[src/rtl/pmp_pkg.sv]
package pmp_pkg;

  // Access kinds presented on acc_mode
  typedef enum logic [1:0] {
    ACC_IDLE = 2'b00,
    ACC_SRC  = 2'b01,
    ACC_DST  = 2'b10,
    ACC_DUAL = 2'b11
  } acc_mode_e;

  // Step field codes; position in the step register is code * field width
  typedef enum logic [1:0] {
    FLD_S0 = 2'b00,
    FLD_S1 = 2'b01,
    FLD_D0 = 2'b10,
    FLD_D1 = 2'b11
  } fld_e;

endpackage

[src/rtl/pmp_sel_decode.sv]
module pmp_sel_decode
  import pmp_pkg::*;
#(
  parameter int IDX_W = 2
) (
  input  logic [1:0]       mode,
  input  logic [IDX_W:0]   sel,
  output logic             a_vld,
  output logic [IDX_W-1:0] a_ptr,
  output fld_e             a_fld,
  output logic             b_vld,
  output logic [IDX_W-1:0] b_ptr,
  output fld_e             b_fld
);

  always_comb begin
    a_vld = 1'b0;
    a_ptr = sel[IDX_W-1:0];
    a_fld = FLD_S0;
    b_vld = 1'b0;
    b_ptr = '1;
    b_fld = FLD_S0;
    case (acc_mode_e'(mode))
      ACC_SRC: begin
        a_vld = 1'b1;
        a_fld = sel[IDX_W] ? FLD_S1 : FLD_S0;
      end
      ACC_DST: begin
        a_vld = 1'b1;
        a_fld = sel[IDX_W] ? FLD_D1 : FLD_D0;
      end
      ACC_DUAL: begin
        // reduced selects: pointer 0/1 on port A, last pointer on port B
        a_vld = 1'b1;
        a_ptr = IDX_W'(sel[0]);
        a_fld = sel[1] ? FLD_S1 : FLD_S0;
        b_vld = 1'b1;
        b_fld = sel[IDX_W] ? FLD_S1 : FLD_S0;
      end
      default: ;
    endcase
  end

endmodule

[src/rtl/pmp_step_ext.sv]
module pmp_step_ext
  import pmp_pkg::*;
#(
  parameter int PTR_W = 16,
  parameter int NPTR  = 4,
  parameter int IDX_W = 2
) (
  input  logic [NPTR-1:0][PTR_W-1:0] steps,
  input  logic [IDX_W-1:0]           idx,
  input  fld_e                       fld,
  output logic [PTR_W-1:0]           inc
);

  localparam int FLD_W = PTR_W / 4;

  logic [PTR_W-1:0] step_sel;
  logic [FLD_W-1:0] raw;

  always_comb begin
    step_sel = steps[idx];
    raw      = step_sel[FLD_W*int'(fld) +: FLD_W];
    inc      = {{(PTR_W-FLD_W){raw[FLD_W-1]}}, raw};
  end

endmodule

[src/rtl/pmp_step_file.sv]
module pmp_step_file #(
  parameter int PTR_W = 16,
  parameter int NPTR  = 4,
  parameter int IDX_W = 2
) (
  input  logic                       clk,
  input  logic                       rst,
  input  logic                       ld_en,
  input  logic [IDX_W-1:0]           ld_idx,
  input  logic [PTR_W-1:0]           ld_val,
  input  logic                       sf_en,
  input  logic [IDX_W-1:0]           sf_idx,
  input  logic [1:0]                 sf_code,
  input  logic [PTR_W/4-1:0]         sf_imm,
  output logic [NPTR-1:0][PTR_W-1:0] steps
);

  localparam int FLD_W = PTR_W / 4;

  logic [NPTR-1:0][PTR_W-1:0] step_q;

  always_ff @(posedge clk) begin
    if (rst) begin
      step_q <= '0;
    end else begin
      for (int i = 0; i < NPTR; i++) begin
        if (ld_en && ld_idx == IDX_W'(i)) begin
          step_q[i] <= ld_val;
        end else if (sf_en && sf_idx == IDX_W'(i)) begin
          step_q[i][FLD_W*int'(sf_code) +: FLD_W] <= sf_imm;
        end
      end
    end
  end

  assign steps = step_q;

endmodule

[src/rtl/pmp_ptr_file.sv]
module pmp_ptr_file #(
  parameter int PTR_W = 16,
  parameter int NPTR  = 4,
  parameter int IDX_W = 2
) (
  input  logic                       clk,
  input  logic                       rst,
  input  logic                       ld_en,
  input  logic [IDX_W-1:0]           ld_idx,
  input  logic [PTR_W-1:0]           ld_val,
  input  logic                       a_vld,
  input  logic [IDX_W-1:0]           a_ptr,
  input  logic [PTR_W-1:0]           a_inc,
  input  logic                       b_vld,
  input  logic [IDX_W-1:0]           b_ptr,
  input  logic [PTR_W-1:0]           b_inc,
  output logic [NPTR-1:0][PTR_W-1:0] ptrs
);

  logic [NPTR-1:0][PTR_W-1:0] ptr_q;

  // Load beats post-modify; port A and port B never share a pointer
  always_ff @(posedge clk) begin
    if (rst) begin
      ptr_q <= '0;
    end else begin
      for (int i = 0; i < NPTR; i++) begin
        if (ld_en && ld_idx == IDX_W'(i)) begin
          ptr_q[i] <= ld_val;
        end else if (a_vld && a_ptr == IDX_W'(i)) begin
          ptr_q[i] <= ptr_q[i] + a_inc;
        end else if (b_vld && b_ptr == IDX_W'(i)) begin
          ptr_q[i] <= ptr_q[i] + b_inc;
        end
      end
    end
  end

  assign ptrs = ptr_q;

endmodule

[src/rtl/postmod_ptr_unit.sv]
module postmod_ptr_unit
  import pmp_pkg::*;
#(
  parameter int PTR_W = 16,
  parameter int NPTR  = 4
) (
  input  logic                    clk,
  input  logic                    rst,
  input  logic [1:0]              acc_mode,
  input  logic [$clog2(NPTR):0]   acc_sel,
  input  logic                    ptr_ld_en,
  input  logic [$clog2(NPTR)-1:0] ptr_ld_idx,
  input  logic [PTR_W-1:0]        ptr_ld_val,
  input  logic                    step_ld_en,
  input  logic [$clog2(NPTR)-1:0] step_ld_idx,
  input  logic [PTR_W-1:0]        step_ld_val,
  input  logic                    fld_en,
  input  logic [$clog2(NPTR)-1:0] fld_idx,
  input  logic [1:0]              fld_code,
  input  logic [PTR_W/4-1:0]      fld_imm,
  output logic [PTR_W-1:0]        addr_a,
  output logic                    addr_a_vld,
  output logic [PTR_W-1:0]        addr_b,
  output logic                    addr_b_vld,
  output logic [NPTR*PTR_W-1:0]   ptr_flat,
  output logic [NPTR*PTR_W-1:0]   step_flat
);

  localparam int IDX_W = $clog2(NPTR);
  localparam int NPORT = 2;

  logic [NPTR-1:0][PTR_W-1:0] ptrs;
  logic [NPTR-1:0][PTR_W-1:0] steps;

  logic [NPORT-1:0]            p_vld;
  logic [NPORT-1:0][IDX_W-1:0] p_ptr;
  fld_e                        p_fld [NPORT];
  logic [NPORT-1:0][PTR_W-1:0] p_inc;

  pmp_sel_decode #(.IDX_W(IDX_W)) u_dec (
    .mode  (acc_mode),
    .sel   (acc_sel),
    .a_vld (p_vld[0]),
    .a_ptr (p_ptr[0]),
    .a_fld (p_fld[0]),
    .b_vld (p_vld[1]),
    .b_ptr (p_ptr[1]),
    .b_fld (p_fld[1])
  );

  for (genvar g = 0; g < NPORT; g++) begin : g_port
    pmp_step_ext #(.PTR_W(PTR_W), .NPTR(NPTR), .IDX_W(IDX_W)) u_ext (
      .steps (steps),
      .idx   (p_ptr[g]),
      .fld   (p_fld[g]),
      .inc   (p_inc[g])
    );
  end

  pmp_step_file #(.PTR_W(PTR_W), .NPTR(NPTR), .IDX_W(IDX_W)) u_steps (
    .clk     (clk),
    .rst     (rst),
    .ld_en   (step_ld_en),
    .ld_idx  (step_ld_idx),
    .ld_val  (step_ld_val),
    .sf_en   (fld_en),
    .sf_idx  (fld_idx),
    .sf_code (fld_code),
    .sf_imm  (fld_imm),
    .steps   (steps)
  );

  pmp_ptr_file #(.PTR_W(PTR_W), .NPTR(NPTR), .IDX_W(IDX_W)) u_ptrs (
    .clk    (clk),
    .rst    (rst),
    .ld_en  (ptr_ld_en),
    .ld_idx (ptr_ld_idx),
    .ld_val (ptr_ld_val),
    .a_vld  (p_vld[0]),
    .a_ptr  (p_ptr[0]),
    .a_inc  (p_inc[0]),
    .b_vld  (p_vld[1]),
    .b_ptr  (p_ptr[1]),
    .b_inc  (p_inc[1]),
    .ptrs   (ptrs)
  );

  // Registered address outputs carry the pre-update pointer value
  always_ff @(posedge clk) begin
    if (rst) begin
      addr_a     <= '0;
      addr_a_vld <= 1'b0;
      addr_b     <= '0;
      addr_b_vld <= 1'b0;
    end else begin
      addr_a_vld <= p_vld[0];
      addr_b_vld <= p_vld[1];
      if (p_vld[0]) addr_a <= ptrs[p_ptr[0]];
      if (p_vld[1]) addr_b <= ptrs[p_ptr[1]];
    end
  end

  assign ptr_flat  = ptrs;
  assign step_flat = steps;

endmodule

[config.mk]
export PLATFORM = sky130hd
export DESIGN_NAME = postmod_ptr_unit
export DESIGN_NICKNAME = d
export VERILOG_FILES = /design/src/rtl/pmp_pkg.sv /design/src/rtl/pmp_sel_decode.sv /design/src/rtl/pmp_step_ext.sv /design/src/rtl/pmp_step_file.sv /design/src/rtl/pmp_ptr_file.sv /design/src/rtl/postmod_ptr_unit.sv
export SDC_FILE = /design/constraint.sdc
export NUM_CORES = 1
export LEC_CHECK = 0
export ABC_AREA = 1
export CAP_MARGIN = 40
export CORE_UTILIZATION = 55
export DETAILED_ROUTE_END_ITERATION = 12
export GPL_ROUTABILITY_DRIVEN = 0
export MAX_ROUTING_LAYER = met4
export PLACE_DENSITY = 0.81
export RECOVER_POWER = 100
export SLEW_MARGIN = 20
export SYNTH_ARGS = -nofsm -noshare
export SYNTH_HDL_FRONTEND = slang
export SYNTH_SLANG_ARGS = --single-unit
[constraint.sdc]
create_clock -name clk -period 5.5 [get_ports clk]
set_clock_uncertainty 0.2 [all_clocks]
set_input_delay 0.55 -clock clk [delete_from_list [all_inputs] [get_ports clk]]
set_output_delay 0.55 -clock clk [all_outputs]
set_load 0.01 [all_outputs]
# Word level (Yosys, flattened, before mapping)
# Cells that the tools add are included.
# totals
regBits,162
out_inout_bits,162
word_cells,100
# op_classes
add_sub_neg,6
magnitude_cmp,1
eq_ne,15
shift,4
n_mux,33
reduce_logical,29
# op_table
operator,n
$mux 16,19
$add 16x16->16,5
$bmux 16 s2,2
$bwmux 16,4
$neg 4->33,1
$shift 4x33->16 const A,1
$shiftx 4x33->16,1
$shiftx 16x5->4,2
$eq 2x2->1 const B,10
$logic_and 1x1->1,16
$reduce_bool 2->1,7
$eq 2x1->1 const B,5
$logic_not 2->1,4
$pmux 2 s3,1
$mux 1,5
$mux 2,2
$lt 2x3->1 const B,1
$reduce_bool 3->1,1
$reduce_or 3->1,1

# Depth between registers and ports, before layout
# depth
depth_word,8
mapped_depth,23
depth_no_buf,22

# Hierarchy
# A second synthesis with hierarchy kept.
# unflattened
hier_cells,2462
hier_area_um2,14667.8
# by_module_without_submodules
module,n_inst,cells_per_inst,area_each_um2
pmp_ptr_file,1,1080,6652.6
pmp_step_file,1,588,3664.8
postmod_ptr_unit,1,360,2366.0
pmp_step_ext,2,207,944.7
pmp_sel_decode,1,20,95.1

# Worst setup path after synthesis
# No wires, ideal clock.
# synth_timing
path_type,input to register
start,input port acc_sel[0]
end,register u_ptrs.ptr_q (netlist bit u_ptrs.ptrs[58])
t_arrival_ps,3101
t_required_ps,5166
slack_ps,2066
stages,19
cell_sequence,buf_4 inv_4 buf_6 nand2_2 buf_2 o22ai_1 o311ai_0 nand2_1 o21ai_1 ha_1 fa_1 nand3_1 nand2_1 a21oi_1 o21ai_0 a21oi_1 or2_2 nand3_1 a21oi_1
# synth_between
elab_chain_cells,7
word_cells_on_any_way,10
cone_classes,add/sub (1); eq/ne (1); shift (1); mux (5); reduce/logical (2)
# synth_lines
element,line,text
from (decl),postmod_ptr_unit.sv:10,"input logic [$clog2(NPTR):0] acc_sel,"
$mux 2 (*),pmp_sel_decode.sv:23,case (acc_mode_e'(mode))
$bmux 16 s2,pmp_step_ext.sv:20,step_sel = steps[idx];
$mux 16 (not written as such),pmp_step_ext.sv:20,
$shiftx 16x5->4,pmp_step_ext.sv:21,raw = step_sel[FLD_W*int'(fld) +: FLD_W];
$add 16x16->16,pmp_ptr_file.sv:31,ptr_q[i] <= ptr_q[i] + a_inc;
$mux 16,pmp_ptr_file.sv:30,end else if (a_vld && a_ptr == IDX_W'(i)) begin
$mux 16,pmp_ptr_file.sv:28,if (ld_en && ld_idx == IDX_W'(i)) begin
"to (signal, indexed assignment)",pmp_ptr_file.sv:29,ptr_q[i] <= ld_val;
"to (signal, indexed assignment)",pmp_ptr_file.sv:31,
"to (signal, indexed assignment)",pmp_ptr_file.sv:33,ptr_q[i] <= ptr_q[i] + b_inc;
to (decl),pmp_ptr_file.sv:20,logic [NPTR-1:0][PTR_W-1:0] ptr_q;
# Every way passes the cells marked *; elsewhere a longest branch is shown, timed or not. The select of a mux whose other input is x is not followed.
# A chain may end at the register's enable or synchronous reset.

# Worst setup path in the final report
# layout_timing
start,input port acc_mode[0]
end,register u_ptrs.ptr_q (netlist bit u_ptrs.ptrs[43])
# layout_between
elab_chain_cells,8
word_cells_on_any_way,16
cone_classes,add/sub (1); eq/ne (4); shift (1); mux (7); reduce/logical (3)
# layout_lines
element,line,text
from (decl),postmod_ptr_unit.sv:9,"input logic [1:0] acc_mode,"
$eq 2x2->1,pmp_sel_decode.sv:23,
$mux 2,pmp_sel_decode.sv:23,
$bmux 16 s2,pmp_step_ext.sv:20,
$mux 16 (not written as such),pmp_step_ext.sv:20,
$shiftx 16x5->4,pmp_step_ext.sv:21,
$add 16x16->16,pmp_ptr_file.sv:31,
$mux 16,pmp_ptr_file.sv:30,
$mux 16,pmp_ptr_file.sv:28,
# Parallel ways exist; a longest one is shown, timed or not. The select of a mux whose other input is x is not followed.

==> metrics.md <==
| Metric | Value |
|---|---|
| Max-cap violations | `1` |
| Die outline width | `145 um` |
| Core Footprint | `19700 um2` |
| Grt ovf | `0` |
| Cell variety after synth | `53` |
| Leak pwr | `6.79 nW` |
| CP max stage cell | `nand2_1` |
| Vias in the first global route | `11800` |
| Outcome | `complete, but fails checks` |
| Most used cell, CP | `nand2_1` |
| Via count | `13000` |
| Routed WL per cell | `19.1 um` |
| Layout net count | `1985` |
| # DRC | `0` |
| Cts bufs inserted | `17` |
| Global-route wire length before repair | `62.4 mm` |
| Resize count post-CTS | `0` |
| EDFF count, synth | `0` |
| Commonest non-fill, non-tap cell in the layout | `nand2_1` |
| Largest net degree at the start of global routing | `66` |
| Max FO, Critical Path | `39` |
| Hpwl dp | `30.8 mm` |
| Post-Synthesis Cells | `1676` |
| Num rows | `51` |
| Setup TNS | `0 ps` |
| Layout area overhead | `25.3%` |
| Worst skew pair latency | `450 ps` |
| Worst rel slew slack | `-0.147` |
| Syn Nets | `1800` |
| Top FF cell, synth | `dfxtp_1` |
| Period utilisation layout | `0.870` |
| Warnings, synthesis | `0` |
| Final hold slack | `296 ps` |
| Clock root buffer | `clkbuf_16` |
| Synthesized area per cell | `6.69 um2` |
| Layout cells sized above 1 | `0.0539` |
| Setup Fix Bufs, Post-CTS | `0` |
| WP data arrival | `4880 ps` |
| Drt total wl | `40.9 mm` |
| Clk sink count | `162` |
| Overall routing resource usage | `0.403` |
| Post-synth top area share | `0.289` |
| Post-route minimum period | `4790 ps` |
| HP Class | `reg -> reg` |
| IO Count | `216` |
| Worst slew pin tran | `1720 ps` |
| Synth area leaders | `dfxtp_1 29%, nand2_1 15%, ha_1 7.4%, a21oi_1 7.1%, o21ai_0 5.7%` |
| Critical Path Start Type | `input pin` |
| CTS max path bufs | `2` |
| Maximum VDD drop | `0.000245 V` |
| Crit path required time | `5600 ps` |
| Setup violations, final | `0` |
| Slowest cell delay on critical path | `590 ps` |
| CTS tree | `done` |
| Final hold violations | `0` |
| Clk slew on worst S/H paths | `60 ps` |
| Unrepaired setup endpoints after global routing | `false` |
| ANT cells | `0` |
| Synthesized area | `11200 um2` |
| Synth Register Bits | `162` |
| DR iter-0 viols | `1505` |
| Post-route ant nets | `0` |
| Drt pass-1 iters | `7` |
| Most frequent cells in the layout | `443 x nand2_1, 163 x dlygate4sd3_1, 162 x dfxtp_1` |
| Die Ht | `145 um` |
| Htree depth | `4` |
| Crit. End Element | `register` |
| Port bufs | `215` |
| Critical path class | `in -> reg` |
| Pins Over Slew Limit | `37` |
| Starting Density | `0.569` |
| Asr flop ratio synth | `0` |
| Initial antenna violation count | `0` |
| Failing checks | `capacitance limit, slew limit` |
| Worst-path cell chain | `clkdlybuf4s50_1 > nand2_1 > clkinv_4 > nand2_1 > nand3_4 > nand2_1 > nand3_2 > nand2_4 > inv_2 > ha_1 > nand2_1 > inv_1 > nand3_1 > o21ai_0 > a21boi_0 > xor2_1 > nand2_1 > a31oi_1` |
| Power Density | `245 nW/um2` |
| Synth area leader | `dfxtp_1` |
| Vias per cell | `6.07` |
| Sequential area share after synthesis | `0.289` |
| DIE AREA | `21000 um2` |
| CTS Hold Bufs | `0` |
| F_max | `0.209 GHz` |
-- kinds of logic after synthesis --
| family | after synthesis | share of synthesized area |
|---|---|---|
| DFF | 162 | 0.289 |
| adders and majority gates | 70 | 0.0808 |
| xor gates and xnor gates | 31 | 0.0242 |
| buffers and inverters | 232 | 0.0840 |
| AOI/OAI and AO/OA | 460 | 0.240 |
| and+or+nand+nor | 721 | 0.281 |
-- flip-flops by register name, indices dropped and copies added (netlist names) --
name,flops
addr_b,16
addr_a,16
u_steps.steps,64
addr_a_vld,1
u_ptrs.ptrs,64
addr_b_vld,1
-- power breakdown --
part | internal [W] | total, W | switching, W
clock network | 0.000649 | 0.00118 | 0.000529
registers | 0.00125 | 0.00135 | 0.0000996
logic | 0.000354 | 0.000911 | 0.000557
-- final cells by class --
type                       instances  area (um2)
clock buffer                      21         460
sequential                       162        3240
timing repair buffer             226        2260
inverter                         172         657
tap                              265         332
fill                            1631        5670
multi-input combinational       1282        7000
clock inverter                    11         104
-- layer usage --
layer  up-vias  GRT usage  wire (um)
li1       6072          -          -
met1      5839      0.524      16200
met2       901      0.594      17500
met3       166     0.0661       4940
met4         0      0.228       2310
met5         -          -          0
-- worst max-delay path, delay by kind of cell --
family                     cells  cell delay, ps
AOI/OAI and AO/OA              3             700
xor gates and xnor gates       1             180
adders and majority gates      1             530
buffers and inverters          4            1300
and+or+nand+nor                9            1580
-- stage by stage --
step | util | instance area (um2) | worst slack, ps | power, W | std cells
final | 0.713 | 14000 | 714 | 0.00344 | 2139
after global routing | 0.713 | 14000 | 420 | 0.00356 | 2139
after CTS | 0.714 | 14100 | 1230 | 0.00344 | 2139
after detailed placement | 0.686 | 13500 | 795 | 0.00228 | 2107
after global placement | 0.683 | 13500 | 1060 | 0.00226 | 2104
after floorplan | - | 11200 | 2070 | 0.00190 | 1676
-- path summary, 6_finish.rpt --
path	startpoint	depth (start not counted)	slack (ps)	endpoint
max	acc_mode[0]	18	710	u_ptrs.ptrs[43]
min	addr_b[2]	2	300	addr_b[2]
max reg2reg	u_steps.steps[35]	17	1900	u_ptrs.ptrs[47]
min reg2reg	addr_b[2]	2	300	addr_b[2]
-- cells in the mapped netlist, drive strengths merged (18+ instances only) --
master / n
inv: 170
o21ai: 131
a21oi: 164
nor3: 25
o21bai: 18
o211ai: 27
nand3: 107
buf: 20
xor2: 22
nor2: 114
clkbuf: 40
dfxtp: 162
a31oi: 55
nand2: 457
ha: 66
No activity file was read; power rests on OpenSTA's default activity.
